===== config.mk =====
export PLATFORM = sky130hd
export DESIGN_NAME = divpre_swallow_divider
export DESIGN_NICKNAME = d
export VERILOG_FILES = /design/src/rtl/divpre_pkg.sv /design/src/rtl/divpre_prescaler.sv /design/src/rtl/divpre_downcnt.sv /design/src/rtl/divpre_swallow_divider.sv
export SDC_FILE = /design/constraint.sdc
export NUM_CORES = 1
export LEC_CHECK = 0
export ABC_AREA = 1
export BUFFER_PORTS_ARGS = -buffer_cell sky130_fd_sc_hd__buf_2
export CAP_MARGIN = 20
export CELL_PAD_IN_SITES_DETAIL_PLACEMENT = 2
export CELL_PAD_IN_SITES_GLOBAL_PLACEMENT = 2
export CORE_MARGIN = 5
export CORE_UTILIZATION = 31
export DETAILED_ROUTE_END_ITERATION = 7
export PLACE_DENSITY_LB_ADDON = 0.1
export SKIP_LAST_GASP = 1
export SLEW_MARGIN = 0
export SYNTH_ARGS = -nofsm -noshare
export SYNTH_HDL_FRONTEND = slang
export SYNTH_HIERARCHICAL = 1
export SYNTH_SLANG_ARGS = --single-unit

===== constraint.sdc =====
create_clock -name clk -period 2.5 [get_ports clk]
set_input_delay 0.375 -clock clk [delete_from_list [all_inputs] [get_ports clk]]
set_output_delay 0.375 -clock clk [all_outputs]
set_load 0.1 [all_outputs]

===== src/rtl/divpre_pkg.sv =====
package divpre_pkg;

    // Controller states of the divider
    typedef enum logic [1:0] {
        ST_HALT    = 2'd0,  // inhibited, counters follow the inputs
        ST_SWALLOW = 2'd1,  // prescaler divides by modulus + 1
        ST_MAIN    = 2'd2,  // prescaler divides by modulus
        ST_DIRECT  = 2'd3   // strobes feed the main counter directly
    } div_state_e;

endpackage


===== src/rtl/divpre_prescaler.sv =====
module divpre_prescaler #(
    parameter int SWAL_W = 4
) (
    input  logic clk,
    input  logic rst_n,
    input  logic clr,
    input  logic en,
    input  logic mod_up,
    output logic tc
);
    localparam int PC_W = SWAL_W + 1;
    localparam logic [PC_W-1:0] LIM_LO = PC_W'((1 << SWAL_W) - 1);
    localparam logic [PC_W-1:0] LIM_HI = PC_W'(1 << SWAL_W);

    logic [PC_W-1:0] pc_q;

    assign tc = en && (pc_q == (mod_up ? LIM_HI : LIM_LO));

    always_ff @(posedge clk) begin
        if (!rst_n) begin
            pc_q <= '0;
        end else if (clr) begin
            pc_q <= '0;
        end else if (en) begin
            pc_q <= tc ? '0 : pc_q + 1'b1;
        end
    end

    // the extra count position is only reached under the long modulus
    a_r2_long_only_swallow: assert property (@(posedge clk) disable iff (!rst_n)
        (pc_q == LIM_HI) |-> mod_up);

endmodule


===== src/rtl/divpre_downcnt.sv =====
module divpre_downcnt #(
    parameter int W = 12
) (
    input  logic         clk,
    input  logic         rst_n,
    input  logic         load,
    input  logic [W-1:0] load_val,
    input  logic         dec,
    output logic [W-1:0] cnt
);
    always_ff @(posedge clk) begin
        if (!rst_n) begin
            cnt <= '0;
        end else if (load) begin
            cnt <= load_val;
        end else if (dec && cnt != '0) begin
            cnt <= cnt - 1'b1;
        end
    end
endmodule


===== src/rtl/divpre_swallow_divider.sv =====
module divpre_swallow_divider
    import divpre_pkg::*;
#(
    parameter int RATIO_W = 16,
    parameter int SWAL_W  = 4
) (
    input  logic               clk,
    input  logic               rst_n,
    input  logic               hb_tick_i,
    input  logic               lb_tick_i,
    input  logic [RATIO_W-1:0] ratio_i,
    input  logic               band_hi_i,
    input  logic               swallow_lo_i,
    input  logic               inhibit_i,
    output logic               div_pulse_o
);
    localparam int MAIN_W = RATIO_W - SWAL_W;
    localparam logic [MAIN_W-1:0] MAIN_ONE = MAIN_W'(1);
    localparam logic [SWAL_W-1:0] SWAL_ONE = SWAL_W'(1);

    div_state_e        state_q, state_d, start_st;
    logic              band_hi_q;
    logic              run, sel_tick, mod_up, pre_en, pre_clr, pre_tc;
    logic              cnt_event, at_end, load_en, new_swallow;
    logic [SWAL_W-1:0] scnt, new_a, scnt_load;
    logic [MAIN_W-1:0] mcnt, new_m;

    assign new_a       = ratio_i[SWAL_W-1:0];
    assign new_m       = ratio_i[RATIO_W-1:SWAL_W];
    assign new_swallow = band_hi_i | swallow_lo_i;
    assign scnt_load   = new_swallow ? new_a : '0;

    assign run       = (state_q != ST_HALT) && !inhibit_i;
    assign sel_tick  = band_hi_q ? hb_tick_i : lb_tick_i;
    assign mod_up    = (state_q == ST_SWALLOW);
    assign pre_en    = run && sel_tick && (state_q == ST_SWALLOW || state_q == ST_MAIN);
    assign cnt_event = (state_q == ST_DIRECT) ? (run && sel_tick) : pre_tc;
    assign at_end    = cnt_event && (mcnt == MAIN_ONE);
    assign load_en   = at_end || (state_q == ST_HALT);
    assign pre_clr   = load_en || !run;

    always_comb begin
        if (!new_swallow)       start_st = ST_DIRECT;
        else if (new_a == '0)   start_st = ST_MAIN;
        else                    start_st = ST_SWALLOW;
    end

    divpre_prescaler #(.SWAL_W(SWAL_W)) u_pre (
        .clk    (clk),
        .rst_n  (rst_n),
        .clr    (pre_clr),
        .en     (pre_en),
        .mod_up (mod_up),
        .tc     (pre_tc)
    );

    divpre_downcnt #(.W(SWAL_W)) u_swal (
        .clk      (clk),
        .rst_n    (rst_n),
        .load     (load_en),
        .load_val (scnt_load),
        .dec      (pre_tc && state_q == ST_SWALLOW),
        .cnt      (scnt)
    );

    divpre_downcnt #(.W(MAIN_W)) u_main (
        .clk      (clk),
        .rst_n    (rst_n),
        .load     (load_en),
        .load_val (new_m),
        .dec      (cnt_event),
        .cnt      (mcnt)
    );

    // next-state logic
    always_comb begin
        state_d = state_q;
        unique case (state_q)
            ST_HALT: begin
                if (!inhibit_i) state_d = start_st;
            end
            ST_SWALLOW: begin
                if (inhibit_i)                          state_d = ST_HALT;
                else if (at_end)                        state_d = start_st;
                else if (pre_tc && scnt == SWAL_ONE)    state_d = ST_MAIN;
            end
            ST_MAIN: begin
                if (inhibit_i)   state_d = ST_HALT;
                else if (at_end) state_d = start_st;
            end
            ST_DIRECT: begin
                if (inhibit_i)   state_d = ST_HALT;
                else if (at_end) state_d = start_st;
            end
        endcase
    end

    // state register and band selection
    always_ff @(posedge clk) begin
        if (!rst_n) begin
            state_q   <= ST_HALT;
            band_hi_q <= 1'b0;
        end else begin
            state_q <= state_d;
            if (load_en) band_hi_q <= band_hi_i;
        end
    end

    // output register
    always_ff @(posedge clk) begin
        if (!rst_n) div_pulse_o <= 1'b0;
        else        div_pulse_o <= at_end;
    end

    // no pulse follows a cycle with inhibit high
    a_r8_inhibit_quiet: assert property (@(posedge clk) disable iff (!rst_n)
        inhibit_i |=> !div_pulse_o);

    // input band only changes at a reload point
    a_r7_band_at_reload: assert property (@(posedge clk) disable iff (!rst_n)
        !$stable(band_hi_q) |-> $past(load_en));

    // every pulse is caused by a strobe in the previous cycle
    a_r6_pulse_from_tick: assert property (@(posedge clk) disable iff (!rst_n)
        div_pulse_o |-> $past(hb_tick_i || lb_tick_i));

    // the short-modulus phase only runs with the swallow count exhausted
    a_r3_main_swal_done: assert property (@(posedge clk) disable iff (!rst_n)
        (state_q == ST_MAIN) |-> (scnt == '0));

endmodule


==> results of run 1 <==
state kept, by name (all words and copies together), names as in the netlist:
name and flops:
u_main/cnt 12, state_q 2, div_pulse_o 1, band_hi_q 1, u_pre/pc_q 5, u_swal/cnt 4
critical path, stage by stage, from the launching register on:
cell     delay [ns]
dfxtp_1        0.38
inv_1          0.10
ha_1           0.26
nor2_2         0.13
and3_2         0.20
nand2_1        0.08
inv_1          0.10
nand2_1        0.07
nand2_2        0.12
nand2_4        0.10
nand2_4        0.11
inv_4          0.09
or2_2          0.28
nand3_1        0.09
a21oi_1        0.07
power breakdown:
part           total (W)  switching, W  internal [W]
clock           0.000261      0.000146      0.000115
combinational    0.00166       0.00106      0.000599
sequential      0.000693      0.000167      0.000527
path summary, 6_finish.rpt:
kind | startpoint | endpoint | cells past startpoint
worst max-delay path | state_q[0] | u_main/cnt[8] | 14
worst max register to register | state_q[0] | u_main/cnt[8] | 14
worst min-delay path | band_hi_i | band_hi_q | 3
worst min register to register | u_swal/cnt[3] | u_swal/cnt[3] | 2
area by class of cell:
cell class,count,area (µm²),area share (%)
clock buffers,4,45.04,2.092
inverters,46,176.4,8.193
multi-input cells,231,1196,55.55
flip-flops and latches,25,500.5,23.24
well taps,75,93.84,4.358
repair buffers,26,141.4,6.566
stage by stage:
step | setup slack (ns) | util (%) | power, W | instance area [µm²] | hold WS (ns)
6_report | 0.2221 | 36.37 | 0.002610 | 2153 | 0.3699
5_1_grt | 0.02959 | 36.37 | 0.002922 | 2153 | 0.3673
4_1_cts | 0.02040 | 36.14 | 0.002640 | 2140 | 0.3583
3_5_place_dp | 0.04496 | 35.38 | 0.002360 | 2095 | 0.5149
3_3_place_gp | 0.1622 | 35.38 | 0.002302 | 2095 | 0.5069
2_1_floorplan | 0.2661 | - | 0.001918 | 1892 | 0.4705
per-layer routing:
metal	vias up	track usage [%]	routed length (µm)
met4	0	3.709	43
li1	1003	-	-
met2	22	30.14	2942
met1	921	19.09	2534
met3	5	2.352	155
met5	-	0	0
cell usage in the layout, fill, tap and decap left out, drive strengths merged, types with 4 or more instances in the layout:
cell and n:
nor2 59, buf 26, a21oi 14, dfxtp 25
o21ai 10, nand2 86, xnor2 4, inv 44
nand4 4, nand3 29, clkbuf 4, ha 8
cell families after synthesis:
| logic type | Yosys count | share of synthesized area [%] |
|---|---|---|
| xor gates and xnor gates | 7 | 3.241 |
| and+or+nand+nor | 184 | 44.64 |
| AOI/OAI and AO/OA | 31 | 9.127 |
| buffers and inverters | 49 | 10.71 |
| DFF | 25 | 26.46 |
| muxes | 1 | 0.5291 |
| adders and majority gates | 8 | 5.291 |
synth_stat cells:
| cell type | number |
|---|---|
| clkinv_2 | 1 |
| nor3_1 | 3 |
| xnor2_1 | 4 |
| nand3_1 | 28 |
| nor2_1 | 47 |
| and3_2 | 1 |
| ha_1 | 8 |
| nand2_4 | 3 |
| xor2_1 | 3 |
| nor2_4 | 2 |
| o21a_1 | 1 |
| buf_6 | 1 |
| inv_2 | 4 |
| o22ai_1 | 1 |
| buf_2 | 1 |
| or2_2 | 1 |
| dlymetal6s2s_1 | 1 |
| clkinv_1 | 1 |
| or2_0 | 1 |
| inv_1 | 40 |
| nand2_2 | 11 |
| nand2_1 | 72 |
| nor2_2 | 10 |
| mux2i_1 | 1 |
| a21oi_1 | 13 |
| a31oi_1 | 2 |
| nand3_2 | 1 |
| o21bai_1 | 3 |
| nand4_1 | 4 |
| dfxtp_1 | 25 |
| a21oi_2 | 1 |
| o21ai_0 | 9 |
| o21ai_1 | 1 |
==> results_tabular.tex, run 1 <==
\begin{tabular}{lr}
\hline
Metric & Value \\
\hline
\multicolumn{2}{l}{\textbf{Floorplan}} \\
Die area & 7765 µm² \\
Std cell rows & 28 \\
Core footprint & about 6000 µm² \\
Chip Height & a little under 90 µm \\
Number of top-level design ports & 24 \\
Starting Density & approximately a third \\
Horiz. Die Dim & just under 90 µm \\
\multicolumn{2}{l}{\textbf{Timing}} \\
Number of hold-slack violations in the final timing report & 0 \\
Transition time at the pin with the least slew margin & $\sim$0.5 ns \\
Max-slew violation count & 0 \\
Setup TNS & 0 ns \\
Post-Route Skew & approximately 0.0043 ns \\
Worst-case headroom to the max-slew limit & about two thirds \\
Post-route fraction of the period consumed by the critical path & between 90\% and 100\% \\
RSZ-0062 raised after global routing & false \\
Number of setup violations in the final report & 0 \\
Minimum clock period & roughly 2.3 ns \\
Maximum frequency from static timing analysis & 439.0 MHz \\
\multicolumn{2}{l}{\textbf{Drt}} \\
Routed Antenna Nets & 0 \\
Drt initial violations & 24 \\
Average via count per standard cell & 4.794 \\
Number of search-and-repair iterations in the first detailed-routing pass & 4 \\
Vias post-DR & 1,951 \\
DRC violations left & 0 \\
Total wire length after detailed routing & 5675 µm \\
Wire per inst & roughly 14 µm \\
\multicolumn{2}{l}{\textbf{Final layout}} \\
Fraction of final layout cells with drive strength greater than 1 & around 20\% \\
Number of nets in the layout & about 360 \\
Filler cell count in the final layout & between 700 and 800 \\
Inserted Diodes & 0 \\
Area Growth Syn to Fin & 13.82\% \\
Count of non-filler cells in the finished layout & 407 \\
\multicolumn{2}{l}{\textbf{Global route}} \\
Via count of the first global-routing pass & $\sim$2,100 \\
Initial antenna violation count & 0 \\
Global-route usage over all layers & 16.04\% \\
Largest net degree at the start of global routing & 14 \\
Gr ovfl total & 0 \\
Global-route wire length before repair & 9722 µm \\
\multicolumn{2}{l}{\textbf{Synth}} \\
Gate count after technology mapping & 305 \\
Net count after synthesis & between 300 and 400 \\
Largest cells by area after synthesis & dfxtp\_1, nand2\_1, nor2\_1, inv\_1, nand3\_1 \\
Yosys warns & 6 \\
Fraction of the yosys area taken by sequential cells & approximately a quarter \\
Area share of the leading cell type in the synthesized netlist & between 20\% and 30\% \\
Number of distinct library cells after synthesis & 33 \\
Library cell with the largest summed area after synthesis & dfxtp\_1 \\
Netlist area before placement & approximately 1900 µm² \\
Flip-flop and latch count after synthesis & 25 \\
Mean instance size in the synthesized netlist & roughly 6.2 µm² \\
\multicolumn{2}{l}{\textbf{CTS}} \\
CTS sink count & 25 \\
CTS Hold Bufs & 0 \\
Post-CTS resize count & 0 \\
Clock Root Buffer & clkbuf\_8 \\
Number of CTS-inserted buffers & 3 \\
Clock latency reported for the late side of the worst-skew pair & 0.28 ns \\
Clock transition time at the flip-flop clock pins of the worst setup and hold paths & 0.10 ns \\
TritonCTS clock tree & yes \\
Maximum number of buffers from clock root to sink & 2 \\
Post-CTS Setup Repair Bufs & 0 \\
Number of levels in the clock H-tree & 1 \\
\multicolumn{2}{l}{\textbf{Pwr}} \\
Leak pwr & 1.060 nW \\
Largest vdd supply drop & between 0.4 and 0.5 mV \\
Power Density & 1212 nW/µm² \\
\multicolumn{2}{l}{\textbf{Placed design}} \\
Number of placed cells counting well taps & 403 \\
Post-DP HPWL & about 4600 µm \\
GP Congestion & $\sim$0.76 \\
IO buf count & 23 \\
\multicolumn{2}{l}{\textbf{Hold path}} \\
Type of the worst min-delay path & in2reg \\
\multicolumn{2}{l}{\textbf{Setup path}} \\
Critical Path AT & 2.45 ns \\
Crit path kind & reg2reg \\
Startpoint types & flip-flop \\
Critical path required time & around 2.7 ns \\
Worst R2R Setup Slack & roughly 0.22 ns \\
CP Capture Type & flip-flop \\
Maximum fanout encountered on the critical timing path & 13 \\
\multicolumn{2}{l}{\textbf{Run}} \\
Max capacitance violation total & 0 \\
\multicolumn{2}{l}{\textbf{Status}} \\
Result of the run & complete, no violations \\
\hline
\end{tabular}
No activity file was read; power rests on OpenSTA's default activity.
==> run 2, diff against run 1 <==
--- a/config.mk
+++ b/config.mk
@@ -14,6 +14,7 @@
 export CORE_UTILIZATION = 31
 export DETAILED_ROUTE_END_ITERATION = 7
 export PLACE_DENSITY_LB_ADDON = 0.1
+export REMOVE_ABC_BUFFERS = 1
 export SKIP_LAST_GASP = 1
 export SLEW_MARGIN = 0
 export SYNTH_ARGS = -nofsm -noshare
==> results_tabular.tex, run 2 (same netlist as run 1, synthesis figures left out) <==
\begin{tabular}{lr}
\hline
Metric & Value \\
\hline
\multicolumn{2}{l}{\textbf{Global route}} \\
Global-route wire length before repair & around 9700 µm \\
Global-route usage over all layers & 15.95\% \\
Via count of the first global-routing pass & about 2,200 \\
Gr ovfl total & 0 \\
Largest net degree at the start of global routing & 20 \\
Initial antenna violation count & 0 \\
\multicolumn{2}{l}{\textbf{Drt}} \\
Total wire length after detailed routing & approximately 5700 µm \\
Drt initial violations & 37 \\
Average via count per standard cell & around 4.8 \\
Number of search-and-repair iterations in the first detailed-routing pass & 4 \\
Vias post-DR & 1,945 \\
Routed Antenna Nets & 0 \\
Wire per inst & 13.96 µm \\
DRC violations left & 0 \\
\multicolumn{2}{l}{\textbf{Setup path}} \\
Critical Path AT & 2.44 ns \\
Crit path kind & reg2reg \\
Startpoint types & flip-flop \\
Maximum fanout encountered on the critical timing path & 19 \\
CP Capture Type & flip-flop \\
Critical path required time & between 2 and 3 ns \\
Worst R2R Setup Slack & 0.22 ns \\
\multicolumn{2}{l}{\textbf{Timing}} \\
Worst-case headroom to the max-slew limit & between 60\% and 70\% \\
Number of setup violations in the final report & 0 \\
Maximum frequency from static timing analysis & roughly 440 MHz \\
Number of hold-slack violations in the final timing report & 0 \\
Minimum clock period & between 2 and 2.5 ns \\
Max-slew violation count & 0 \\
Setup TNS & 0 ns \\
Final Worst Setup Slack & between 0.2 and 0.25 ns \\
Post-route fraction of the period consumed by the critical path & roughly 90\% \\
Transition time at the pin with the least slew margin & 0.4835 ns \\
Post-Route Skew & 0.005785 ns \\
RSZ-0062 raised after global routing & true \\
\multicolumn{2}{l}{\textbf{Final layout}} \\
Number of nets in the layout & around 360 \\
Core Util, Final & $\sim$36\% \\
Top library cells by usage in the layout, fill and taps aside & nand2\_1, nor2\_1, inv\_1 \\
Inserted Diodes & 0 \\
Largest regs & u\_main/cnt x12, u\_pre/pc\_q x5, u\_swal/cnt x4 \\
Fraction of final layout cells with drive strength greater than 1 & 19.34\% \\
Most frequent standard cell in the layout excluding fill and tap cells & nand2\_1 \\
Max FFs per register & 12 \\
Filler cell count in the final layout & approximately 760 \\
Largest register by flop count & u\_main/cnt \\
Area Growth Syn to Fin & 13.56\% \\
\multicolumn{2}{l}{\textbf{Floorplan}} \\
Die area & between 7000 and 8000 µm² \\
Chip Height & roughly 88 µm \\
Horiz. Die Dim & 88.12 µm \\
Std cell rows & 28 \\
Core footprint & roughly 5900 µm² \\
Number of top-level design ports & 24 \\
Starting Density & a little under a third \\
\multicolumn{2}{l}{\textbf{Pwr}} \\
Leak pwr & 1.055 nW \\
Total power & 0.002590 W \\
Largest vdd supply drop & $\sim$0.41 mV \\
Power Density & around 1200 nW/µm² \\
\multicolumn{2}{l}{\textbf{CTS}} \\
Clock transition time at the flip-flop clock pins of the worst setup and hold paths & about 0.10 ns \\
Clock Root Buffer & clkbuf\_8 \\
Post-CTS Setup Repair Bufs & 0 \\
TritonCTS clock tree & yes \\
Maximum number of buffers from clock root to sink & 2 \\
Number of levels in the clock H-tree & 1 \\
Clock latency reported for the late side of the worst-skew pair & 0.27 ns \\
CTS sink count & 25 \\
Number of CTS-inserted buffers & 3 \\
\multicolumn{2}{l}{\textbf{Hold path}} \\
Type of the worst min-delay path & in2reg \\
\multicolumn{2}{l}{\textbf{Run}} \\
Max capacitance violation total & 0 \\
\multicolumn{2}{l}{\textbf{Placed design}} \\
Worst-case setup slack after placement & -0.008417 ns \\
IO buf count & 23 \\
Post-DP HPWL & 4577 µm \\
GP Congestion & 0.7647 \\
\multicolumn{2}{l}{\textbf{Status}} \\
Result of the run & complete, no violations \\
\hline
\end{tabular}
==> run 2: cell count changes in the layout (fill, tap and decap cells not counted), sizes merged <==
cell,previous run,this run
buf,26,25
==> run 2: layer usage <==
metal  routed length [µm]  track usage, %
met2                 2991           30.48
met3                  109           2.164
met1                 2536           18.82
met5                    0               0
met4                   29           3.297
==> run 2: cell type report <==
class	count	area [µm²]	share of cell area (%)
multi-input combinational	231	1196	55.68
sequential	25	500.5	23.30
inverter	46	178.9	8.329
timing repair buffer	25	133.9	6.232
tap	75	93.84	4.368
clock buffer	4	45.04	2.097
==> run 2: final timing paths <==
| kind | startpoint | end | cells past startpoint |
|---|---|---|---|
| setup / recovery | state_q[0] | u_main/cnt[8] | 14 |
| hold / removal | ratio_i[4] | u_main/cnt[0] | 3 |
| setup reg to reg | state_q[0] | u_main/cnt[8] | 14 |
| hold reg to reg | u_swal/cnt[3] | u_swal/cnt[3] | 2 |
==> run 2: worst max-delay path: stages (launching register included) <==
cell,delay (ns)
dfxtp_1,0.38
inv_1,0.09
ha_1,0.25
nor2_2,0.14
and3_2,0.20
nand2_1,0.08
inv_1,0.10
nand2_1,0.07
nand2_2,0.12
nand2_4,0.10
nand2_4,0.12
inv_6,0.09
or2_2,0.28
nand3_1,0.09
a21oi_1,0.06
==> run 2: power by group <==
group | total, W | internal, W | switching [W]
combinational | 0.00164 | 0.000588 | 0.00105
clock | 0.000256 | 0.000114 | 0.000142
sequential | 0.000697 | 0.000527 | 0.000170
==> run 2: what timing repair did <==
item	in CTS	in global routing
hold buffers	0	0
setup endpoints to repair	3	15
resized for setup	1	4
==> run 2: through the flow <==
| step | instances | hold WS [ns] | area (µm²) |
|---|---|---|---|
| after global routing | 406 | 0.3647 | 2148 |
| after floorplan | 302 | 0.4705 | 1863 |
| after global placement | 402 | 0.5063 | 2087 |
| after CTS | 406 | 0.3595 | 2135 |
| after detailed placement | 402 | 0.5189 | 2087 |
| final | 406 | 0.3638 | 2148 |
==> run 3, diff against run 2 <==
--- a/config.mk
+++ b/config.mk
@@ -5,15 +5,14 @@
 export SDC_FILE = /design/constraint.sdc
 export NUM_CORES = 1
 export LEC_CHECK = 0
-export ABC_AREA = 1
 export BUFFER_PORTS_ARGS = -buffer_cell sky130_fd_sc_hd__buf_2
 export CAP_MARGIN = 20
 export CELL_PAD_IN_SITES_DETAIL_PLACEMENT = 2
 export CELL_PAD_IN_SITES_GLOBAL_PLACEMENT = 2
 export CORE_MARGIN = 5
-export CORE_UTILIZATION = 31
+export CORE_UTILIZATION = 34
 export DETAILED_ROUTE_END_ITERATION = 7
-export PLACE_DENSITY_LB_ADDON = 0.1
+export PLACE_DENSITY = 0.75
 export REMOVE_ABC_BUFFERS = 1
 export SKIP_LAST_GASP = 1
 export SLEW_MARGIN = 0
==> results_tabular.tex, run 3 <==
\begin{tabular}{lr}
\hline
Metric & Value \\
\hline
\multicolumn{2}{l}{\textbf{Pwr}} \\
Largest vdd supply drop & between 0.5 and 0.6 mV \\
Leak pwr & just over 1 nW \\
Share of power burned in combinational logic & about three fifths \\
Sw Share & a little under half \\
Total power & about 0.0026 W \\
Share of total power in sequential cells & 27.5\% \\
Internal power contribution & 0.001387 W \\
P\_sw & 0.001240 W \\
Clk pwr share & between 10\% and 20\% \\
Power Density & between 1000 and 1500 nW/µm² \\
\multicolumn{2}{l}{\textbf{Floorplan}} \\
Starting Density & approximately 34\% \\
Die area & approximately 6600 µm² \\
Number of top-level design ports & 24 \\
Std cell rows & 26 \\
Horiz. Die Dim & approximately 80 µm \\
Chip Height & about 81 µm \\
Core footprint & 5042 µm² \\
\multicolumn{2}{l}{\textbf{Drt}} \\
Number of search-and-repair iterations in the first detailed-routing pass & 4 \\
Total wire length after detailed routing & 9122 µm \\
Wire per inst & 26.21 µm \\
DRC violations left & 0 \\
Drt initial violations & 97 \\
Average via count per standard cell & 5.819 \\
Routed Antenna Nets & 0 \\
Vias post-DR & between 2,000 and 2,500 \\
\multicolumn{2}{l}{\textbf{Final layout}} \\
Largest register by flop count & u\_main/cnt \\
Area Growth Syn to Fin & 48.20\% \\
Largest regs & u\_main/cnt x12, u\_pre/pc\_q x5, u\_swal/cnt x4 \\
Inserted Diodes & 0 \\
Number of nets in the layout & between 300 and 400 \\
Area used by multi-input combinational logic & between 1000 and 1500 µm² \\
Fraction of final layout cells with drive strength greater than 1 & between 40\% and 50\% \\
Sequential cell area & 506.7 µm² \\
Max FFs per register & 12 \\
Top library cells by usage in the layout, fill and taps aside & buf\_4, buf\_2, dfxtp\_1 \\
Most frequent standard cell in the layout excluding fill and tap cells & buf\_4 \\
Filler cell count in the final layout & about 540 \\
\multicolumn{2}{l}{\textbf{Synth}} \\
Area share of the leading cell type in the synthesized netlist & between 20 and 30\% \\
Most frequent cells after synthesis & dfxtp\_1, o21ai\_0, a21oi\_1, inv\_1, nor2\_1 \\
Number of distinct library cells after synthesis & between 50 and 60 \\
Flip-flop and latch count after synthesis & 25 \\
Top-count cell post-synth & dfxtp\_1 \\
Largest cells by area after synthesis & dfxtp\_1, ha\_1, o21ai\_0, a21oi\_1, nand3\_1 \\
Library cell with the largest summed area after synthesis & dfxtp\_1 \\
Yosys warns & 6 \\
Gate count after technology mapping & around 200 \\
Fraction of the yosys area taken by sequential cells & 28.82\% \\
Number of flops mapped to enable cells by yosys & 0 \\
Async S/R FF share, synth & 0\% \\
Mean instance size in the synthesized netlist & 8.640 µm² \\
Netlist area before placement & between 1500 and 2000 µm² \\
Main synth FF type & dfxtp\_1 \\
\multicolumn{2}{l}{\textbf{Global route}} \\
Via count of the first global-routing pass & 2,289 \\
Largest net degree at the start of global routing & 25 \\
Global-route wire length before repair & about 12,000 µm \\
Initial antenna violation count & 0 \\
Global-route usage over all layers & $\sim$25\% \\
Gr ovfl total & 0 \\
\multicolumn{2}{l}{\textbf{Hold path}} \\
Type of the worst min-delay path & in2reg \\
\multicolumn{2}{l}{\textbf{Setup path}} \\
Origin of the worst setup path & state\_q[1] \\
Crit path kind & reg2reg \\
Worst R2R Setup Slack & -0.44 ns \\
Maximum fanout encountered on the critical timing path & 6 \\
Startpoint of the lowest-slack register-to-register path & state\_q[1] \\
Critical Path AT & around 3.1 ns \\
Cell depth of the worst flop-to-flop path & 14 \\
End of the worst register-to-register path & u\_swal/cnt[3] \\
Critical path required time & between 2 and 3 ns \\
Startpoint types & flip-flop \\
Worst setup path end & u\_swal/cnt[3] \\
CP Capture Type & flip-flop \\
\multicolumn{2}{l}{\textbf{CTS}} \\
Number of CTS-inserted buffers & 3 \\
Clock Root Buffer & clkbuf\_8 \\
CTS sink count & 25 \\
Clock latency reported for the late side of the worst-skew pair & around 0.30 ns \\
Number of levels in the clock H-tree & 1 \\
Clock transition time at the flip-flop clock pins of the worst setup and hold paths & 0.11 ns \\
CTS Hold Bufs & 0 \\
TritonCTS clock tree & yes \\
Maximum number of buffers from clock root to sink & 2 \\
\multicolumn{2}{l}{\textbf{Status}} \\
Failing checks & setup timing \\
Result of the run & finished, violations left \\
\multicolumn{2}{l}{\textbf{Timing}} \\
Number of hold-slack violations in the final timing report & 0 \\
Transition time at the pin with the least slew margin & between 0.5 and 0.6 ns \\
Setup TNS & -5.049 ns \\
Maximum frequency from static timing analysis & $\sim$340 MHz \\
Final Worst Setup Slack & -0.4445 ns \\
Worst-case headroom to the max-slew limit & 61.91\% \\
Post-route fraction of the period consumed by the critical path & 117.8\% \\
Number of setup violations in the final report & 24 \\
RSZ-0062 raised after global routing & true \\
Minimum clock period & around 3 ns \\
Max-slew violation count & 0 \\
Post-Route Skew & 0.01557 ns \\
\multicolumn{2}{l}{\textbf{Run}} \\
Max capacitance violation total & 0 \\
\multicolumn{2}{l}{\textbf{Placed design}} \\
Worst-case setup slack after placement & -0.3483 ns \\
GP Congestion & between 0.8 and 0.9 \\
Post-DP HPWL & about 4500 µm \\
IO buf count & 23 \\
\hline
\end{tabular}
[run 3: changes by cell type after synthesis, sizes merged, moves of 6 or more]
cell    previous run  this run
nor2b              0         6
o21ai             10        18
inv               44        13
nand3             29        12
nor2              59        13
nor4b              0         7
nand2             86         7
nand2b             0         7
[run 3: power by group through the flow]
| stage | clock network (W) | logic [W] | registers (W) |
|---|---|---|---|
| 2_1_floorplan | 0 | 0.000673 | 0.000642 |
| 5_1_grt | 0.000301 | 0.00172 | 0.000746 |
| 4_1_cts | 0.000274 | 0.00141 | 0.000698 |
| 3_3_place_gp | 0 | 0.000959 | 0.000678 |
| 3_5_place_dp | 0 | 0.00104 | 0.000695 |
| 6_report | 0.000279 | 0.00162 | 0.000724 |
[run 3: cell type report]
type	count	share of cell area [%]
multi-input cells	159	50.85
repair buffers	77	22.07
flip-flops and latches	25	19.69
well taps	70	3.403
inverters	13	2.236
clock buffers	4	1.750
[run 3: worst max-delay path, cell delays in order, from the launching register on]
cell	delay, ns
dfxtp_2	0.38
inv_4	0.05
ha_4	0.16
or3_4	0.39
a21boi_4	0.19
nor2b_4	0.22
a31oi_4	0.07
buf_6	0.16
o31ai_4	0.33
buf_4	0.17
buf_6	0.10
buf_12	0.11
inv_1	0.08
o21ai_0	0.30
a21oi_1	0.08
[run 3: per-stage QoR]
step / hold slack (ns) / area [µm²] / cells / utilization [%]
4_1_cts: 0.3082 / 2451 / 338 / 48.61
3_3_place_gp: 0.5092 / 2135 / 318 / 42.33
6_report: 0.2980 / 2574 / 348 / 51.04
2_1_floorplan: 0.4808 / 1722 / 197 / -
3_5_place_dp: 0.5398 / 2135 / 318 / 42.33
5_1_grt: 0.2982 / 2574 / 348 / 51.04
[run 3: how the worst min path moves through the flow]
| stage | cells after the start | slack, ns | end | startpoint |
|---|---|---|---|---|
| after floorplan | 2 | 0.48 | state_q[0] | state_q[0] |
| after global placement | 2 | 0.51 | band_hi_q | band_hi_q |
| after detailed placement | 2 | 0.54 | u_swal/cnt[2] | u_swal/cnt[2] |
| after CTS | 2 | 0.31 | u_main/cnt[3] | ratio_i[7] |
| after global routing | 2 | 0.30 | u_main/cnt[3] | ratio_i[7] |
| final | 3 | 0.30 | u_main/cnt[9] | ratio_i[13] |
[run 3: cell families (layout without fill, tap and decap cells)]
| group | count (synthesis) | in the layout | synth area share, % |
|---|---|---|---|
| muxes | 5 | 5 | 2.954 |
| buffers and inverters | 17 | 94 | 3.674 |
| xor gates and xnor gates | 2 | 2 | 1.009 |
| DFF | 25 | 25 | 28.82 |
| adders and majority gates | 8 | 8 | 5.764 |
| and+or+nand+nor | 89 | 89 | 34.73 |
| AOI/OAI and AO/OA | 55 | 55 | 23.06 |
[run 3: metal layers]
metal,part of all wire (%),global-route usage (%)
met1,40,26.43
met2,51,46.74
met3,4.8,3.509
met4,4.6,12.33
met5,0,0
[run 3: what timing repair did]
item | CTS | global route
cloned | 2 | 0
pin swaps | 10 | 11
endpoints found under the setup margin | 24 | 24
buffers inserted | 14 | 14
gates resized for setup | 35 | 22
